## src/rtl/cfsf_pkg.sv

```systemverilog
package cfsf_pkg;

   localparam int RATIO_BITS = 2;

   typedef enum logic {
      PH_LOW  = 1'b0,
      PH_HIGH = 1'b1
   } phase_e;

   typedef struct packed {
      logic                  bad;
      logic                  wide;
      logic [RATIO_BITS-1:0] ratio;
   } msel_map_t;

   // Maps a pin code to a bus setting. Bit 2 only changes speed grade.
   function automatic msel_map_t map_msel(input logic over, input logic [3:0] code);
      msel_map_t m;
      m = '{bad: 1'b1, wide: 1'b0, ratio: '0};
      if (!over && code[1:0] != 2'b11) begin
         m.bad  = 1'b0;
         m.wide = code[3];
         if (code[3]) begin
            unique case (code[1:0])
               2'b00:   m.ratio = 2'b00;
               2'b01:   m.ratio = 2'b10;
               default: m.ratio = 2'b11;
            endcase
         end else begin
            m.ratio = code[1:0];
         end
      end
      return m;
   endfunction

endpackage

```

## src/rtl/cfsf_mode_decode.sv

```systemverilog
module cfsf_mode_decode
   import cfsf_pkg::*;
#(
   parameter int MSEL_W = 5
) (
   input  logic                  clk,
   input  logic                  rst_n,
   input  logic [MSEL_W-1:0]     pins,
   output logic [RATIO_BITS-1:0] ratio,
   output logic                  wide,
   output logic                  bad
);

   logic      over;
   msel_map_t map_d, map_q;

   generate
      if (MSEL_W < 4) begin : g_bad_width
         $error("cfsf_mode_decode: MSEL_W must be at least 4");
      end
      if (MSEL_W > 4) begin : g_high_bits
         assign over = |pins[MSEL_W-1:4];
      end else begin : g_no_high_bits
         assign over = 1'b0;
      end
   endgenerate

   assign map_d = map_msel(over, pins[3:0]);

   always_ff @(posedge clk) begin
      if (!rst_n) map_q <= '{bad: 1'b0, wide: 1'b0, ratio: '0};
      else        map_q <= map_d;
   end

   assign ratio = map_q.ratio;
   assign wide  = map_q.wide;
   assign bad   = map_q.bad;

endmodule

```

## src/rtl/cfsf_beat_timer.sv

```systemverilog
module cfsf_beat_timer
   import cfsf_pkg::*;
#(
   parameter int RATIO_W = 2
) (
   input  logic               clk,
   input  logic               rst_n,
   input  logic               load,
   input  logic [RATIO_W-1:0] ratio,
   input  logic               abort,
   output logic               cfg_clk,
   output logic               running,
   output logic               unit_done
);

   localparam int CNT_W = (1 << RATIO_W) - 1;

   generate
      if (RATIO_W < 1 || RATIO_W > 3) begin : g_bad_ratio
         $error("cfsf_beat_timer: RATIO_W must be 1..3");
      end
   endgenerate

   phase_e           ph;
   logic             run;
   logic [CNT_W-1:0] left;
   logic [CNT_W-1:0] reload;

   assign reload = CNT_W'((32'd1 << ratio) - 32'd1);

   always_ff @(posedge clk) begin
      if (!rst_n) begin
         run  <= 1'b0;
         ph   <= PH_LOW;
         left <= '0;
      end else if (abort) begin
         run <= 1'b0;
         ph  <= PH_LOW;
      end else if (load) begin
         run  <= 1'b1;
         ph   <= PH_LOW;
         left <= reload;
      end else if (run) begin
         if (ph == PH_LOW) begin
            ph <= PH_HIGH;
         end else begin
            ph <= PH_LOW;
            if (left != '0) left <= left - 1'b1;
            else            run  <= 1'b0;
         end
      end
   end

   assign cfg_clk   = (ph == PH_HIGH);
   assign running   = run;
   assign unit_done = run && (ph == PH_HIGH) && (left == '0);

endmodule

```

## src/rtl/cfsf_word_slicer.sv

```systemverilog
module cfsf_word_slicer #(
   parameter int WORD_W = 32
) (
   input  logic              clk,
   input  logic              rst_n,
   input  logic              accept,
   input  logic              wide,
   input  logic [WORD_W-1:0] word,
   input  logic              advance,
   input  logic              abort,
   output logic [WORD_W-1:0] bus,
   output logic              more
);

   localparam int HALF_W = WORD_W / 2;

   logic [HALF_W-1:0] hi_q;
   logic [WORD_W-1:0] lo_unit, hi_unit, first_unit;

   generate
      if (WORD_W % 2 != 0 || WORD_W < 4) begin : g_bad_word
         $error("cfsf_word_slicer: WORD_W must be even and at least 4");
      end
   endgenerate

   assign lo_unit    = {{HALF_W{1'b0}}, word[HALF_W-1:0]};
   assign hi_unit    = {{HALF_W{1'b0}}, hi_q};
   assign first_unit = wide ? word : lo_unit;

   always_ff @(posedge clk) begin
      if (!rst_n) begin
         bus  <= '0;
         hi_q <= '0;
         more <= 1'b0;
      end else if (abort) begin
         more <= 1'b0;
      end else if (accept) begin
         bus  <= first_unit;
         hi_q <= word[WORD_W-1:HALF_W];
         more <= !wide;
      end else if (advance && more) begin
         bus  <= hi_unit;
         more <= 1'b0;
      end
   end

endmodule

```

## src/rtl/cfg_stream_feeder.sv

```systemverilog
module cfg_stream_feeder
   import cfsf_pkg::*;
#(
   parameter int WORD_W  = 32,
   parameter int RATIO_W = RATIO_BITS,
   parameter int MSEL_W  = 5
) (
   input  logic               clk,
   input  logic               rst_n,
   input  logic [WORD_W-1:0]  wr_data,
   input  logic               wr_valid,
   output logic               wr_ready,
   input  logic [RATIO_W-1:0] ctl_ratio,
   input  logic               ctl_wide,
   input  logic               ctl_xfer_en,
   input  logic [MSEL_W-1:0]  msel_pins,
   output logic [RATIO_W-1:0] msel_ratio,
   output logic               msel_wide,
   output logic               msel_bad,
   output logic [WORD_W-1:0]  cfg_data,
   output logic               cfg_clk
);

   generate
      if (RATIO_W != RATIO_BITS) begin : g_ratio_mismatch
         $error("cfg_stream_feeder: RATIO_W must match the package ratio width");
      end
   endgenerate

   logic               accept, running, unit_done, more, load, abort;
   logic [RATIO_W-1:0] ratio_q, ratio_sel;

   assign abort     = !ctl_xfer_en;
   assign wr_ready  = ctl_xfer_en && !running;
   assign accept    = wr_valid && wr_ready;
   assign load      = accept || (unit_done && more);
   assign ratio_sel = accept ? ctl_ratio : ratio_q;

   always_ff @(posedge clk) begin
      if (!rst_n)      ratio_q <= '0;
      else if (accept) ratio_q <= ctl_ratio;
   end

   cfsf_beat_timer #(.RATIO_W(RATIO_W)) u_timer (
      .clk       (clk),
      .rst_n     (rst_n),
      .load      (load),
      .ratio     (ratio_sel),
      .abort     (abort),
      .cfg_clk   (cfg_clk),
      .running   (running),
      .unit_done (unit_done)
   );

   cfsf_word_slicer #(.WORD_W(WORD_W)) u_slicer (
      .clk     (clk),
      .rst_n   (rst_n),
      .accept  (accept),
      .wide    (ctl_wide),
      .word    (wr_data),
      .advance (unit_done),
      .abort   (abort),
      .bus     (cfg_data),
      .more    (more)
   );

   cfsf_mode_decode #(.MSEL_W(MSEL_W)) u_mode (
      .clk   (clk),
      .rst_n (rst_n),
      .pins  (msel_pins),
      .ratio (msel_ratio),
      .wide  (msel_wide),
      .bad   (msel_bad)
   );

endmodule

```

## config.mk

```make
export PLATFORM = sky130hd
export DESIGN_NAME = cfg_stream_feeder
export DESIGN_NICKNAME = d
export VERILOG_FILES = /design/src/rtl/cfsf_pkg.sv /design/src/rtl/cfsf_mode_decode.sv /design/src/rtl/cfsf_beat_timer.sv /design/src/rtl/cfsf_word_slicer.sv /design/src/rtl/cfg_stream_feeder.sv
export SDC_FILE = /design/constraint.sdc
export NUM_CORES = 1
export LEC_CHECK = 0
export ABC_AREA = 1
export BUFFER_PORTS_ARGS = -buffer_cell sky130_fd_sc_hd__clkbuf_2
export CAP_MARGIN = 20
export CORE_MARGIN = 4
export CORE_UTILIZATION = 55
export CTS_CLUSTER_SIZE = 16
export DETAILED_ROUTE_END_ITERATION = 16
export PLACE_DENSITY = 0.85
export SLEW_MARGIN = 10
export SYNTH_ARGS = -nofsm -noshare
export SYNTH_HDL_FRONTEND = slang
export SYNTH_HIERARCHICAL = 1
export SYNTH_SLANG_ARGS = --single-unit
```

## constraint.sdc

```tcl
create_clock -name clk -period 3.4 [get_ports clk]
set_clock_uncertainty 0.15 [all_clocks]
set_input_delay 0.68 -clock clk [delete_from_list [all_inputs] [get_ports clk]]
set_output_delay 0.68 -clock clk [all_outputs]
set_load 0.01 [all_outputs]
```

==> summary.txt <==
Final layout
  – Final Core Density: 0.680
  – Share of cells above drive strength 1: 0.220
  – Final Non-Filler Cells: 540
  – Layout area overhead: 20.1%
  – Post-route cell area: 3210 sq um
  – FILL cells: 429
  – Post-layout net count: 514
  – N_diodes: 0

Placed design
  – Pre-CTS setup slack: 0.741 ns
  – Placer Congestion: 0.859
  – Detailed placer's ending HPWL: 4270 microns
  – Post-DP Area: 3040 sq um
  – PortBufs: 80
  – Placed Cells incl. Taps: 525

Yosys
  – Post-Syn Instances: 396
  – YS warnings: 6
  – Seq cells post-synth: 60
  – Syn_nets: 441
  – Synth area leader: dfxtp_1
  – Area of the mapped netlist: 2670 sq um
  – Most frequent cell after synthesis: nand2_1
  – Post-synth EDFFs: 0
  – Register area share after synthesis: 0.449
  – Synth cell count leaders: nand2_1 (153), dfxtp_1 (60), nor2_1 (45)
  – Mean Syn Cell Area: 6.75 sq um
  – Dominant cells by area after synthesis: dfxtp_1 (45%), nand2_1 (21%), a21oi_1 (7.1%), nor2_1 (6.3%), inv_1 (5.5%)
  – Post-synthesis async set-or-reset flop share: 0
  – Dominant synthesized flop cell: dfxtp_1
  – Post-synth top area share: 0.449
  – Yosys cell types: 22

Setup path
  – Critical path peak fanout: 36
  – WP data arrival: 2.40 ns
  – Element type at the critical path end: flop
  – Startpoint types: primary input
  – WS Path Type: in -> reg
  – R2r worst-path depth: 11
  – Critical Path RT: 3.47 ns

STA
  – Setup WS post-layout: 1.07 ns
  – Final hold vios: 0
  – Measured slew at the worst slew-check pin: 0.960 ns
  – Pins over their slew limit: 0
  – Hold_ws: 0.313 ns
  – Period utilisation layout: 0.684
  – Tmin final: 2.33 ns
  – Setup Viol. Count Final: 0
  – Slew HR: 0.359
  – TNS Setup: 0 ns
  – RSZ-0062 raised after global routing: no
  – Max Clk Rate: 430 MHz

Die
  – Core Box Area: 4720 sq um
  – Initial Util: 0.566
  – Die W: 77.7 microns
  – Die footprint: 6040 sq um
  – Die Y: 77.7 microns
  – Std-Cell Rows: 25
  – # IOs: 82

Pwr
  – Power per standard cell area: 458 nW/um^2
  – Switching part of the total: 0.257
  – Total power: 1.47 mW
  – Worst vdd ir: 332 uV
  – Psw: 378 uW
  – Cell Int Power: 1.09 mW
  – Reg power frac: 0.504
  – Power share of the combinational group: 0.119
  – Pleak: 1.67 nW
  – Clock power frac: 0.376

Global route
  – Total grt overflow: 0
  – Largest net degree at the start of global routing: 37
  – Global-route wire length before repair: 9890 microns
  – Antenna violations before repair: 0
  – GRT Total Usage: 0.206
  – Vias in the first global route: 2,205

Clock tree
  – Cts bufs inserted: 9
  – Htree depth: 3
  – Post_cts resized: 0
  – Clock tree buffer depth: 2
  – Hold buffers post-CTS: 0
  – Clk sinks: 60
  – Setup Buffers After CTS: 0
  – CTS tree: done
  – Clk slew on worst S/H paths: 0.06 ns
  – Worst skew pair latency: 0.33 ns
  – Root buf cell: clkbuf_8

Drt
  – WL final: 6120 microns
  – WL per Instance: 11.3 microns
  – DRC viols: 0
  – Drt first pass iters: 4
  – ANT nets after route: 0
  – Vias post-DR: 2,558
  – Initial DRC Count: 150
  – Vias per inst: 4.74

Hold path
  – Hold path cells: 2
  – Worst hold path class: reg -> reg

Job
  – Max-cap viol count: 0

Status
  – Status: completed
worst max-delay path: stages:
cell and delay (ns):
clkbuf_2 0.12, nand3_2 0.11, inv_1 0.04, buf_4 0.19, inv_2 0.30, nand2_1 0.09, nand2_1 0.41, buf_12 0.26
nand2_1 0.08, nand2_1 0.07, nor2_1 0.05
area by class of cell:
| cell class | instances | area, sq um | share of cell area |
|---|---|---|---|
| clock buffers | 13 | 159 | 0.0495 |
| well taps | 67 | 83.8 | 0.0261 |
| multi-input cells | 273 | 1170 | 0.364 |
| repair buffers | 82 | 428 | 0.133 |
| flip-flops and latches | 60 | 1200 | 0.374 |
| clock inverters | 2 | 10.0 | 0.00312 |
| inverters | 43 | 161 | 0.0503 |
cell families after synthesis:
logic type / share of synthesized area
simple gates: 0.344
buf+inv: 0.114
fa+ha+maj: 0.00468
compound gates: 0.0884
flops: 0.449
path summary, 6_finish.rpt:
| path | start | end | slack (ns) |
|---|---|---|---|
| setup / recovery | ctl_xfer_en | u_slicer/bus[6]$_SDFFE_PN0P_ | 1.07 |
| hold / removal | u_slicer/bus[26]$_SDFFE_PN0P_ | u_slicer/bus[26]$_SDFFE_PN0P_ | 0.31 |
| hold reg to reg | u_slicer/bus[26]$_SDFFE_PN0P_ | u_slicer/bus[26]$_SDFFE_PN0P_ | 0.31 |
| setup reg to reg | u_timer/running$_SDFF_PP0_ | u_slicer/bus[6]$_SDFFE_PN0P_ | 1.08 |
routing by layer:
| layer | up-vias | GRT usage | routed length, microns |
|---|---|---|---|
| li1 | 1361 | - | - |
| met1 | 1094 | 0.289 | 2890 |
| met2 | 94 | 0.294 | 2660 |
| met3 | 9 | 0.0534 | 482 |
| met4 | 0 | 0.0979 | 85 |
| met5 | - | 0 | 0 |
cells in the final DEF (no fill, tap or decap), drive strengths merged:
master	Yosys	layout
clkbuf	5	93
nand2	154	154
a21oi	39	39
inv	43	43
clkinv	0	2
nor4	1	1
nand3	24	24
a21boi	1	1
dfxtp	60	60
o21ai	3	3
nand4	2	2
buf	15	2
or2	1	1
nor2	46	46
a211oi	1	1
ha	1	1
flip-flops by register name (all words and copies together) (netlist names):
name	cells
u_mode/bad	1
u_timer/running	1
u_slicer/more	1
u_mode/wide	1
u_mode/ratio	2
u_timer/cfg_clk	1
ratio_q	2
u_timer/left	3
u_slicer/bus	32
u_slicer/hi_q	16
power groups by stage:
stage / clock (mW) / combinational, mW / sequential, mW
finish: 0.553 / 0.175 / 0.742
global placement: 0 / 0.171 / 0.756
detailed placement: 0 / 0.174 / 0.757
floorplan: 0 / 0.110 / 0.763
global route: 0.600 / 0.200 / 0.744
CTS: 0.565 / 0.175 / 0.742
Note: power is estimated with default switching activity, not from simulation.
